--- config.mk ---
export PLATFORM = sky130hd
export DESIGN_NAME = sof_frame_counter
export DESIGN_NICKNAME = d
export VERILOG_FILES = /design/src/rtl/sfc_pkg.sv /design/src/rtl/sfc_update_sel.sv /design/src/rtl/sfc_frame_reg.sv /design/src/rtl/sfc_read_port.sv /design/src/rtl/sof_frame_counter.sv
export SDC_FILE = /design/constraint.sdc
export NUM_CORES = 1
export LEC_CHECK = 0
export ABC_CLOCK_PERIOD_IN_PS = 1400
export BUFFER_PORTS_ARGS = -buffer_cell sky130_fd_sc_hd__buf_2
export CAP_MARGIN = 20
export CORE_MARGIN = 1.5
export CORE_UTILIZATION = 35
export DETAILED_ROUTE_END_ITERATION = 8
export PLACE_DENSITY = 0.7
export SYNTH_ARGS = -nofsm -noshare
export SYNTH_HDL_FRONTEND = slang
export SYNTH_SLANG_ARGS = --single-unit
--- constraint.sdc ---
create_clock -name clk -period 1.4 [get_ports clk]
set_input_delay 0.21 -clock clk [delete_from_list [all_inputs] [get_ports clk]]
set_output_delay 0.21 -clock clk [all_outputs]
set_load 0.03 [all_outputs]
--- src/rtl/sfc_pkg.sv ---
package sfc_pkg;

    // Default geometry of the tracker
    localparam int unsigned FRAME_W_DEF  = 11;
    localparam int unsigned BUS_AW_DEF   = 16;
    localparam int unsigned BUS_DW_DEF   = 8;
    localparam logic [15:0] TOP_ADDR_DEF = 16'hFFFB;  // low byte; higher bytes descend

    // What the frame register does at the next edge
    typedef enum logic [1:0] {
        UPD_HOLD = 2'd0,
        UPD_LOAD = 2'd1,
        UPD_STEP = 2'd2
    } upd_kind_e;

    // Priority: a decoded token beats a local pseudo strobe
    function automatic upd_kind_e pick_update(input logic sof_seen,
                                              input logic pseudo_seen,
                                              input logic locked);
        if (sof_seen)
            return UPD_LOAD;
        else if (pseudo_seen && !locked)
            return UPD_STEP;
        else
            return UPD_HOLD;
    endfunction

    // Number of bus bytes needed to show a field of width w
    function automatic int unsigned bytes_for(input int unsigned w, input int unsigned dw);
        return (w + dw - 1) / dw;
    endfunction

endpackage

--- src/rtl/sfc_update_sel.sv ---
module sfc_update_sel
    import sfc_pkg::*;
(
    input  logic      sof_valid_i,
    input  logic      pseudo_sof_i,
    input  logic      timer_locked_i,
    output upd_kind_e kind_o
);

    always_comb begin
        kind_o = pick_update(sof_valid_i, pseudo_sof_i, timer_locked_i);
    end

endmodule

--- src/rtl/sfc_frame_reg.sv ---
module sfc_frame_reg
    import sfc_pkg::*;
#(
    parameter int unsigned FRAME_W = FRAME_W_DEF
) (
    input  logic               clk,
    input  logic               rst,
    input  upd_kind_e          kind_i,
    input  logic [FRAME_W-1:0] load_val_i,
    output logic [FRAME_W-1:0] frame_o
);

    localparam logic [FRAME_W-1:0] ONE = FRAME_W'(1);

    logic [FRAME_W-1:0] frame_q;
    logic [FRAME_W-1:0] frame_d;

    // The sum is truncated to the field width, so 2047 + 1 gives 0
    always_comb begin
        unique case (kind_i)
            UPD_LOAD: frame_d = load_val_i;
            UPD_STEP: frame_d = frame_q + ONE;
            default:  frame_d = frame_q;
        endcase
    end

    always_ff @(posedge clk) begin
        if (rst)
            frame_q <= '0;
        else
            frame_q <= frame_d;
    end

    assign frame_o = frame_q;

endmodule

--- src/rtl/sfc_read_port.sv ---
module sfc_read_port
    import sfc_pkg::*;
#(
    parameter int unsigned      FRAME_W  = FRAME_W_DEF,
    parameter int unsigned      BUS_AW   = BUS_AW_DEF,
    parameter int unsigned      BUS_DW   = BUS_DW_DEF,
    parameter logic [BUS_AW-1:0] TOP_ADDR = BUS_AW'(TOP_ADDR_DEF)
) (
    input  logic [FRAME_W-1:0] frame_i,
    input  logic               rd_i,
    input  logic [BUS_AW-1:0]  addr_i,
    output logic [BUS_DW-1:0]  rdata_o
);

    localparam int unsigned NBYTES = bytes_for(FRAME_W, BUS_DW);
    localparam int unsigned PAD_W  = NBYTES * BUS_DW;

    // Zero-extended so the top byte carries 0 in its unused bits
    logic [PAD_W-1:0] padded;
    assign padded = PAD_W'(frame_i);

    logic [BUS_DW-1:0] lane [NBYTES];

    // Byte k sits at TOP_ADDR - k and is forced to 0 unless selected
    for (genvar k = 0; k < NBYTES; k++) begin : g_lane
        localparam logic [BUS_AW-1:0] LANE_ADDR = BUS_AW'(TOP_ADDR - BUS_AW'(k));
        logic hit;
        assign hit     = rd_i && (addr_i == LANE_ADDR);
        assign lane[k] = hit ? padded[k*BUS_DW +: BUS_DW] : '0;
    end

    always_comb begin
        rdata_o = '0;
        for (int k = 0; k < NBYTES; k++)
            rdata_o = rdata_o | lane[k];
    end

endmodule

--- src/rtl/sof_frame_counter.sv ---
module sof_frame_counter
    import sfc_pkg::*;
#(
    parameter int unsigned       FRAME_W  = FRAME_W_DEF,
    parameter int unsigned       BUS_AW   = BUS_AW_DEF,
    parameter int unsigned       BUS_DW   = BUS_DW_DEF,
    parameter logic [BUS_AW-1:0] TOP_ADDR = BUS_AW'(TOP_ADDR_DEF)
) (
    input  logic               clk,
    input  logic               rst,
    input  logic               sof_valid_i,
    input  logic [FRAME_W-1:0] sof_frame_i,
    input  logic               pseudo_sof_i,
    input  logic               timer_locked_i,
    input  logic               bus_rd_i,
    input  logic [BUS_AW-1:0]  bus_addr_i,
    output logic [BUS_DW-1:0]  bus_rdata_o,
    output logic [FRAME_W-1:0] frame_num_o
);

    upd_kind_e          kind;
    logic [FRAME_W-1:0] frame;

    sfc_update_sel u_sel (
        .sof_valid_i    (sof_valid_i),
        .pseudo_sof_i   (pseudo_sof_i),
        .timer_locked_i (timer_locked_i),
        .kind_o         (kind)
    );

    sfc_frame_reg #(
        .FRAME_W (FRAME_W)
    ) u_reg (
        .clk        (clk),
        .rst        (rst),
        .kind_i     (kind),
        .load_val_i (sof_frame_i),
        .frame_o    (frame)
    );

    sfc_read_port #(
        .FRAME_W  (FRAME_W),
        .BUS_AW   (BUS_AW),
        .BUS_DW   (BUS_DW),
        .TOP_ADDR (TOP_ADDR)
    ) u_rd (
        .frame_i (frame),
        .rd_i    (bus_rd_i),
        .addr_i  (bus_addr_i),
        .rdata_o (bus_rdata_o)
    );

    assign frame_num_o = frame;

endmodule

Yosys cells after proc, flatten, opt, wreduce, memory -nomap -nowiden --
Cells that the tools add are included.
Word-level totals: output and inout port bits 19, bits in registers 11, logic and storage cells 17
Cells by class: $add $sub $neg 1, muxes and demuxes 5, equality and inequality tests 4, bitwise operators 1, reduce and logical (&&, ||, !) cells 5
Operator list (count):
- 16-bit == test, second input constant | 2
- 11-bit one-hot mux with 2 select lines | 1
- 11-bit by 1-bit adder with 11-bit output, second input constant | 1
- 8-bit 2-to-1 mux | 1
- 8-bit bitwise OR | 1
- 2-bit 2-to-1 mux | 2
- 1-bit logical AND | 3
- 3-bit 2-to-1 mux | 1
- 2-bit by 1-bit == test with 1-bit output, second input constant | 1
- 2-bit == test, second input constant | 1
- 2-bit nonzero test | 1
- 1-bit zero test | 1

Longest topological paths before layout --
word-level depth 6, mapped depth 4, mapped depth without buffers 4

By module --
From an unflattened synthesis, not the netlist that was laid out.
Second synthesis, totals: cell total of the unflattened synthesis 114, area, all modules 917.1 um2
Modules (own cells, without submodules):
- sfc_frame_reg | instances 1, cells each 95, sequential area each 220.2 um2, area each 743.2 um2
- sfc_read_port | instances 1, cells each 17, sequential area each 0.0 um2, area each 153.9 um2
- sfc_update_sel | instances 1, cells each 2, sequential area each 0.0 um2, area each 20.0 um2

Least setup slack after synthesis --
OpenSTA, ideal clock, no wires.
path kind input to output, start input bus_addr_i[13], end output bus_rdata_o[3], path slack -0.437 ns, arrival time 1.627 ns, stages 4, buffers on the path 1, path through nand4_1 > or4_1 > clkbuf_1 > nor3_1
On the way: word-level cells in the longest chain between the ends 4
Ends and longest elaborated chain:
- from (decl) | RTL line sof_frame_counter.sv:16 | input logic [BUS_AW-1:0] bus_addr_i,
- 16-bit == test | RTL line sfc_read_port.sv:28 | assign hit = rd_i && (addr_i == LANE_ADDR);
- 1-bit logical AND | RTL line sfc_read_port.sv:28
- 8-bit 2-to-1 mux | RTL line sfc_read_port.sv:29 | assign lane[k] = hit ? padded[k*BUS_DW +: BUS_DW] : '0;
- 8-bit bitwise OR | RTL line sfc_read_port.sv:35 | rdata_o = rdata_o | lane[k];
- to (decl) | RTL line sof_frame_counter.sv:17 | output logic [BUS_DW-1:0] bus_rdata_o,
No other way between the ends.

Worst setup path after layout --
Same ends and word-level chain as after synthesis.

==> results.txt <==
----------------------------------------------------
[Final layout]
  Post-route cell area ... ~0.0014 mm²
  Share of the core filled with cells in the final layout ... 0.732
  Largest register FFs ... 11
  Count of antenna diodes in the layout ... 0
  Register area ... around 250 µm²
  Share of layout cells above drive strength 1 ... 0.640
  Fillers ... 162
  Net count of the finished layout ... slightly below 200
  Multi-input combinational cell area ... 594 µm²
  Area added between synthesis and finish ... 98.6%

[Drt]
  DR pass1 iterations ... 4
  Detailed-route via count ... 1015
  Final routed wirelength across all metal layers ... ~2700 µm
  DRC violation total after the first TritonRoute iteration ... 13
  Number of routed nets with antenna violations ... 0
  Count of unresolved DRC violations after routing ... 0
  Per-cell routed wire length ... roughly 15 µm
  Mean number of vias per cell ... between 5 and 6

[Clock network]
  Level count of the clock H-tree ... 1
  Clock edge transition at the registers on the reported setup and hold paths ... 0.07 ns
  Clock tree from TritonCTS ... done
  Clock sinks ... 11
  Clock Path Buffers ... 2
  Clk root buf ... clkbuf_4
  Clock latency on the worst-skew pair ... approximately 0.28 ns
  Total clock buffers created by CTS ... 3
  Post-CTS Hold Buffers ... 0

[STA]
  Final count of pins violating max slew ... 0
  Minimum hold slack ... 0.125 ns
  Slew at the pin closest to its max-slew limit ... 0.444 ns
  Share of the cycle needed by the critical path after routing ... 1.17
  Worst slew margin ... 0.704
  Final setup violation count ... 8
  RSZ-0062 raised after global routing ... yes
  Maximum achievable frequency ... roughly 0.61 GHz
  Final critical-path setup slack ... -0.243 ns
  Hold Violations, Final ... 0
  Setup clock skew after layout ... slightly below 0.0009 ns
  Final TNS setup ... -1.33 ns
  Final critical path time including I/O delays and setup ... ~1.6 ns

[Floorplan]
  Floorplan core area ... about 0.002 mm²
  Initial core utilization ... 0.369
  Die Y-Extent ... between 40 and 50 µm
  Die outline area ... 0.00235 mm²
  Row count ... 16
  Die X-Extent ... 48.5 µm
  Boundary pin count ... 52

[Placement]
  Gpl congestion ... 0.739
  Post-DP HPWL ... about 1800 µm
  Post-placement cell area ... about 0.0012 mm²
  Count of port buffers added during placement ... 51

[Logic synthesis]
  Proportion of synthesized chip area in sequential cells ... 0.304
  Count of warnings emitted by yosys ... 0
  Number of library cell types mapped by synthesis ... 26
  Fraction of registers with async set or reset after synthesis ... 0
  Synth area leaders ... dfxtp_1 30%, a311oi_1 8.5%, nor2_1 6.2%, mux2i_1 5.5%, or4_1 5.2%
  Combined area of all synthesized cells ... about 720 µm²
  Most numerous cell in the Yosys netlist ... nor2_1
  Nets in the synthesized netlist ... about 130
  Mean area per synthesized cell ... slightly below 8 µm²
  Top cell type's share of synthesized area ... 0.304
  Ys flop type ... dfxtp_1
  Synth Instances ... around 90
  Library cell occupying the most area in the post-synthesis netlist ... dfxtp_1
  Count of flip-flops with a built-in enable after synthesis ... 0
  Yosys reg bits ... 11
  Synth cell count leaders ... 12 x nor2_1, 11 x dfxtp_1, 9 x inv_1, 7 x a311oi_1

[GRT]
  Global routing usage summed across all routing layers ... 0.221
  Largest net degree at the start of global routing ... 22
  Overflow after GRT ... 0
  First-pass GRT wire length ... roughly 4100 µm
  Initial antenna violation count ... 0
  Number of global-route vias before repair ... 956

[Power and ir drop]
  Max VDD drop ... 0.000491 V
  Reported leakage power ... 0.627 nW
  Overall power after layout ... slightly below 900 µW
  Cell Pwr Density ... around 610 mW/mm²

[Critical path]
  Required @ worst endpoint ... 1.19 ns
  Worst Setup Start Kind ... input pin
  Endpoint arrival time on the critical path ... around 1.4 ns
  Critical path start-end classification ... input pin to primary output
  Max FO, Critical Path ... 8
  Register-to-register setup slack ... ~0.01 ns
  Critical Path End Type ... primary output

[Worst hold path]
  Hold Crit Class ... input pin to register

[Job]
  Max-cap check violation count ... 0

[Run status]
  Result of the run ... finished, violations left
  Violations in the final reports ... negative setup slack

----------------------------------------------------
## kinds of logic after synthesis
kind of cell	count (synthesis)	synth area share
DFF	11	0.304
AOI/OAI and AO/OA	21	0.220
xor gates and xnor gates	1	0.0121
buffers and inverters	13	0.0675
adders and majority gates	1	0.0173
muxes	4	0.0554
and+or+nand+nor	40	0.324
## timing repair
action	CTS	global route
gates resized for setup	23	14
pin swaps	6	3
buffers inserted	1	2
endpoints found under the setup margin	11	15
## power by group
group / internal (mW) / switching (mW)
clock: 0.111 / 0.120
sequential: 0.335 / 0.0280
combinational: 0.129 / 0.157
## area by class of cell
class | count | share of cell area
tap | 27 | 0.0235
sequential | 11 | 0.172
multi-input combinational | 67 | 0.414
timing repair buffer | 70 | 0.349
clock buffer | 4 | 0.0183
inverter | 9 | 0.0235
## through the flow
step           cells  setup slack, ns
2_1_floorplan     91           -0.169
3_3_place_gp     181           -0.295
3_5_place_dp     181           -0.341
4_1_cts          186           -0.250
5_1_grt          188           -0.283
6_report         188           -0.243
## placed cells by master (no fill, tap or decap), types with 2 or more instances in the layout
cell | netlist | layout
or4_1 | 5 | 2
mux2i_1 | 4 | 4
buf_6 | 0 | 15
o21ai_0 | 4 | 3
clkbuf_4 | 0 | 3
nor3_4 | 0 | 5
buf_2 | 0 | 37
a211oi_1 | 2 | 2
dfxtp_2 | 0 | 3
buf_4 | 0 | 17
dfxtp_1 | 11 | 2
nand4b_1 | 3 | 3
nand4_1 | 3 | 3
nand3_1 | 3 | 3
dfxtp_4 | 0 | 6
nand2_1 | 3 | 3
o31ai_1 | 4 | 4
a311oi_1 | 7 | 4
or4_4 | 0 | 3
nor2_4 | 0 | 3
inv_1 | 9 | 9
a311oi_2 | 0 | 3
nor2_1 | 12 | 9
or3_4 | 0 | 2
## final timing paths
path / from / endpoint / cells after the start
max reg2reg: u_reg.frame_o[1] / u_reg.frame_o[10] / 4
min reg2reg: u_reg.frame_o[8] / u_reg.frame_o[8] / 2
min: sof_valid_i / u_reg.frame_o[3] / 2
max: bus_addr_i[13] / bus_rdata_o[3] / 6
## metal layers
metal / vias up / global-route usage / part of all wire
li1: 491 / - / -
met1: 472 / 0.258 / 0.41
met2: 45 / 0.410 / 0.51
met3: 7 / 0.0309 / 0.058
met4: 0 / 0.0762 / 0.022
met5: - / 0 / 0
## critical path: stages
cell and delay (ns):
buf_6 0.06, nand4_1 0.08, or4_4 0.56, buf_12 0.17, nor3_4 0.19, buf_6 0.15
(Power assumes the default switching activity.)
